### config.mk
export PLATFORM = sky130hd
export DESIGN_NAME = lp_seq
export DESIGN_NICKNAME = d
export VERILOG_FILES = /design/src/rtl/lp_seq.sv
export SDC_FILE = /design/constraint.sdc
export NUM_CORES = 1
export LEC_CHECK = 0
export CAP_MARGIN = 15
export CELL_PAD_IN_SITES_DETAIL_PLACEMENT = 1
export CELL_PAD_IN_SITES_GLOBAL_PLACEMENT = 2
export CORE_UTILIZATION = 20
export DETAILED_ROUTE_END_ITERATION = 7
export PLACE_DENSITY = 0.8
export SYNTH_ARGS = -nofsm -noshare
export SYNTH_HDL_FRONTEND = slang
export SYNTH_SLANG_ARGS = --single-unit
### constraint.sdc
create_clock -name clk_aon -period 2 [get_ports clk_aon]
set_clock_uncertainty 0.15 [all_clocks]
set_input_delay 0.4 -clock clk_aon [delete_from_list [all_inputs] [get_ports clk_aon]]
set_output_delay 0.4 -clock clk_aon [all_outputs]
set_load 0.02 [all_outputs]
### src/rtl/lp_seq.sv
module lp_seq #(
  parameter int N_EXT      = 16,
  parameter int RST_CYCLES = 4
) (
  input  logic             clk_aon,
  input  logic             rst_n,
  input  logic             req_valid,
  input  logic [1:0]       req_mode,
  input  logic             irq_any,
  input  logic [N_EXT-1:0] ext_line,
  input  logic             volt_mon,
  input  logic             rtc_alarm,
  input  logic             usb_wake,
  input  logic             ext_rst_req,
  input  logic             wdt_rst,
  input  logic             wkup_pin,
  input  logic             hsi_rdy,
  input  logic             reg_rdy,
  input  logic             flag_clr,
  output logic             cpu_clk_en,
  output logic             core_clk_en,
  output logic             pll_en,
  output logic             hsi_en,
  output logic             hse_en,
  output logic             reg_normal,
  output logic             pwr_sw_on,
  output logic             sys_rst,
  output logic             stby_flag
);
  localparam int CW = $clog2(RST_CYCLES + 1);
  localparam logic [CW-1:0] CNT_LAST = CW'(RST_CYCLES - 1);

  typedef enum logic [3:0] {
    S_RUN, S_DOZE, S_HALT_IN, S_HALT, S_HALT_OUT,
    S_DEEP_IN, S_DEEP, S_DEEP_PWR, S_DEEP_RST
  } st_t;

  st_t st, st_nx;
  logic [2:0]    wk_q;
  logic [CW-1:0] cnt;
  logic          fast_osc;

  wire wk_rise   = wk_q[1] & ~wk_q[2];
  wire halt_wake = (|ext_line) | volt_mon | rtc_alarm | usb_wake;
  wire deep_wake = ext_rst_req | wdt_rst | rtc_alarm | wk_rise;

  always_comb begin
    st_nx = st;
    case (st)
      S_RUN:
        if (req_valid) begin
          case (req_mode)
            2'b01:   st_nx = S_DOZE;
            2'b10:   st_nx = S_HALT_IN;
            2'b11:   st_nx = S_DEEP_IN;
            default: st_nx = S_RUN;
          endcase
        end
      S_DOZE:     if (irq_any)   st_nx = S_RUN;
      S_HALT_IN:  st_nx = halt_wake ? S_RUN : S_HALT;
      S_HALT:     if (halt_wake) st_nx = S_HALT_OUT;
      S_HALT_OUT: if (hsi_rdy)   st_nx = S_RUN;
      S_DEEP_IN:  st_nx = deep_wake ? S_RUN : S_DEEP;
      S_DEEP:     if (deep_wake) st_nx = S_DEEP_PWR;
      S_DEEP_PWR: if (reg_rdy)   st_nx = S_DEEP_RST;
      S_DEEP_RST: if (cnt == CNT_LAST) st_nx = S_RUN;
      default:    st_nx = S_RUN;
    endcase
  end

  always_ff @(posedge clk_aon or negedge rst_n) begin
    if (!rst_n) begin
      st        <= S_RUN;
      wk_q      <= '0;
      cnt       <= '0;
      fast_osc  <= 1'b1;
      stby_flag <= 1'b0;
    end else begin
      st   <= st_nx;
      wk_q <= {wk_q[1:0], wkup_pin};
      cnt  <= (st == S_DEEP_RST) ? cnt + 1'b1 : '0;
      if (st == S_HALT_IN && st_nx == S_HALT)
        fast_osc <= 1'b0;
      else if (st == S_DEEP_RST && st_nx == S_RUN)
        fast_osc <= 1'b1;
      if (st == S_DEEP_PWR && reg_rdy)
        stby_flag <= 1'b1;
      else if (flag_clr)
        stby_flag <= 1'b0;
    end
  end

  wire clocks_on = (st == S_RUN) || (st == S_DOZE);
  wire osc_live  = clocks_on || (st == S_HALT_IN) || (st == S_DEEP_IN);
  wire supply_on = (st != S_DEEP);

  assign cpu_clk_en  = (st == S_RUN);
  assign core_clk_en = clocks_on;
  assign hsi_en      = osc_live || (st == S_HALT_OUT) || (st == S_DEEP_RST);
  assign pll_en      = osc_live && fast_osc;
  assign hse_en      = osc_live && fast_osc;
  assign reg_normal  = supply_on;
  assign pwr_sw_on   = supply_on;
  assign sys_rst     = (st == S_DEEP_RST);
endmodule


==> impl_metrics.py, run 1 <==
metrics = {
    "drt": {
        "wl_per_cell_um": 13.2,
        "first_iter_violations": 5,
        "viasPerCell": 4.41,
        "wl_met1_um": 975,
        "routed_wl_um": 2340,
        "ant_nets": 0,
        "top_layer": "met4",
        "drc_errors": 0,
        "via_count": 781,
        "drt-pass1-iter-count": 4,
        "wl_met2_um": 1250,
        "wl_met3_um": 63,
    },
    "floorplan": {
        "die_w_um": 61.5,
        "start_util": 0.211,
        "std_cell_rows": 21,
        "die_y_um": 61.5,
        "fp.coreArea_mm2": 0.00336,
        "dieArea_mm2": 0.00378,
        "ios": 40,
    },
    "clock_network": {
        "clock_path_buffers": 2,
        "numCtsBuffers": 3,
        "hold_buffers": 0,
        "cts-htree-levels": 1,
        "clk_latency_ns": 0.28,
        "clkSlewWorstSetupHoldPaths_ns": 0.07,
        "cts_tree": "built",
        "clock_sinks": 12,
        "root_buffer": "clkbuf_4",
    },
    "critical_path": {
        "crit_slowest_cell": "dfrtp_2",
        "crit_family": "flip-flops",
        "slowest_delay_ns": 0.49,
        "setup.worst_path.start_class": "flip-flop",
        "crit_arrival_ns": 1.40,
        "timing.rr.end": "st[0]",
        "critPathKind": "reg -> out",
        "critPathMaxFanout": 10,
        "worst-path-buf-inv": 1,
        "ff2ff_setup_slack_ns": 0.31,
        "end_kind": "primary output",
        "cp_cell_sequence": "nor4_2, clkdlybuf4s15_2",
        "worstRegToRegCells": 5,
        "r2r_start": "st[0]",
        "required_ns": 1.45,
    },
    "placed_design": {
        "dp_slack_ns": -0.160,
        "dpl_cell_area_mm2": 0.00123,
        "portBuffers": 39,
        "gp_congestion": 0.789,
        "detailed_place_hpwl_um": 1970,
    },
    "logic_synthesis": {
        "netlist_area_um2": 708,
        "yosysSeqAreaShare": 0.426,
        "syn-num-nets": 108,
        "yosys_warnings": 0,
        "synth.distinct_cells": 34,
        "synth-seq-cells": 12,
        "avgSynthCellArea_um2": 9.44,
        "postSynthCellCount": 75,
    },
    "timing": {
        "slew_violations": 0,
        "period_needed_ns": 1.95,
        "rsz0062_at_grt": "yes",
        "finalSetupViolations": 0,
        "worst_pin_slew_ns": 0.510,
        "layout_setup_ws_ns": 0.0506,
        "fmax_mhz": 513,
        "fin_crit_sh": 0.975,
        "slew_headroom": 0.659,
        "hold_viol_final": 0,
        "holdWs_ns": 0.212,
    },
    "power_and_ir_drop": {
        "switching_share": 0.364,
        "p_int_mw": 0.690,
        "ir_worst_vdd_uv": 398,
        "comb_power_share": 0.514,
        "power_leakage_nw": 0.540,
        "seqPwrFrac": 0.307,
        "clockPowerShare": 0.179,
        "total_power_mw": 1.08,
        "power.density_mw_per_mm2": 839,
        "switchingPower_mw": 0.395,
    },
    "min_path": {
        "hp-class": "reg -> reg",
        "hp-start": "wk_q[0]",
        "hold-path-cell-count": 0,
        "hold_end": "wk_q[1]",
    },
    "finish": {
        "final_cell_mix": "clkdlybuf4s50_1, buf_4, dfrtp_1",
        "syn2layout_area_growth_pct": 82.5,
        "layout_commonest_cell": "clkdlybuf4s50_1",
        "finish.instance_area_mm2": 0.00129,
        "n_antenna_cell": 0,
        "fin_nets": 165,
        "drive_gt1_frac": 0.328,
        "fin_util": 0.384,
        "fillCellCount": 414,
    },
    "global_routing": {
        "grt_pass1_wl_um": 3900,
        "grt_max_degree": 13,
        "grt_usage": 0.142,
        "grt_pass1_vias": 852,
        "antenna_found_initial": 0,
        "overflow": 0,
    },
    "status": {
        "status": "complete, no violations",
    },
    "flow_run": {
        "drv_cap": 0,
    },
}
through the flow:
step / TNS (ns) / instances
after floorplan: 0 / 75
after global placement: -0.294 / 169
after detailed placement: -0.494 / 169
after CTS: -0.0835 / 173
after global routing: -0.00964 / 177
final: 0 / 177
synth_stat cells:
cell,number,area share
clkbuf_1,1,0.0053
nor2_1,4,0.021
buf_4,3,0.032
nand2_1,5,0.027
nor4_2,2,0.035
dfrtp_1,11,0.39
nand4b_1,1,0.012
a21oi_1,1,0.0071
or3_1,2,0.018
a31o_1,1,0.012
o311ai_0,1,0.012
a221oi_1,1,0.012
nor2b_1,2,0.018
nor4_1,4,0.035
ha_1,2,0.035
a31o_2,1,0.012
and3_4,1,0.016
a32oi_1,1,0.012
o21ai_0,4,0.028
a211oi_1,1,0.011
or2_2,1,0.0088
dfstp_2,1,0.037
a311o_1,1,0.014
nor3_1,4,0.028
nand4_1,1,0.0088
a31oi_1,1,0.0088
and3_1,1,0.0088
nand2b_1,3,0.027
a41oi_1,1,0.012
o21a_1,1,0.011
inv_1,5,0.027
nand3b_1,3,0.032
a311oi_1,1,0.012
buf_2,2,0.014
state kept, by name, indices dropped and copies added (netlist names):
signal,cells
st,4
cnt,3
wk_q,3
fast_osc,1
stby_flag,1
layout make-up:
cell class / instances / area (um2) / share of cell area
sequential: 12 / 307 / 0.237
clock buffer: 4 / 36.3 / 0.0281
multi-input combinational: 52 / 362 / 0.280
timing repair buffer: 58 / 512 / 0.396
tap: 46 / 57.6 / 0.0445
inverter: 5 / 18.8 / 0.0145
worst max path at each step:
| stage | startpoint | end | slack (ns) | cells after the start |
|---|---|---|---|---|
| floorplan | st[3] | pll_en | 0.12 | 4 |
| global placement | wdt_rst | st[0] | -0.10 | 5 |
| detailed placement | wdt_rst | st[0] | -0.16 | 5 |
| CTS | st[3] | pll_en | -0.04 | 3 |
| global route | st[0] | cpu_clk_en | -0.01 | 2 |
| finish | st[0] | cpu_clk_en | 0.05 | 2 |
worst reg2reg max path, cell delays in order, from the launching register on:
cell     delay (ns)
dfrtp_2        0.48
nor4_2         0.09
buf_4          0.14
and3_4         0.17
or3_1          0.36
a31o_1         0.19
per-layer routing:
metal	track usage	up-vias
met5	0	-
met4	0.0762	0
met3	0.0126	5
met2	0.253	15
met1	0.168	374
li1	-	387
cells by family (layout without fill, tap and decap cells):
logic type,Yosys count,in the layout,share of synthesized area
simple gates,34,34,0.295
fa+ha+maj,2,2,0.0353
compound gates,16,16,0.166
buf+inv,11,67,0.0777
flops,12,12,0.426
power by group through the flow:
stage	clock network, mW	logic [mW]	registers (mW)
final	0.194	0.558	0.333
after global routing	0.208	0.613	0.340
after detailed placement	0	0.573	0.330
after global placement	0	0.567	0.326
after floorplan	0	0.318	0.287
after CTS	0.209	0.556	0.336
what timing repair did:
item                                    CTS  global route
resized for setup                        23             9
endpoints found under the setup margin    8             8
buffers inserted                          0             4
pin swaps                                 0             0
(Power assumes the default switching activity.)
==> run 2: changes to the inputs <==
--- a/config.mk
+++ b/config.mk
@@ -11,6 +11,7 @@
 export CORE_UTILIZATION = 20
 export DETAILED_ROUTE_END_ITERATION = 7
 export PLACE_DENSITY = 0.8
+export SKIP_LAST_GASP = 1
 export SYNTH_ARGS = -nofsm -noshare
 export SYNTH_HDL_FRONTEND = slang
 export SYNTH_SLANG_ARGS = --single-unit
==> results of run 2 <==
Final layout, timing and power as in run 1 (identical DEF).
Among the figures that moved: number of gates resized after CTS 23 -> 22
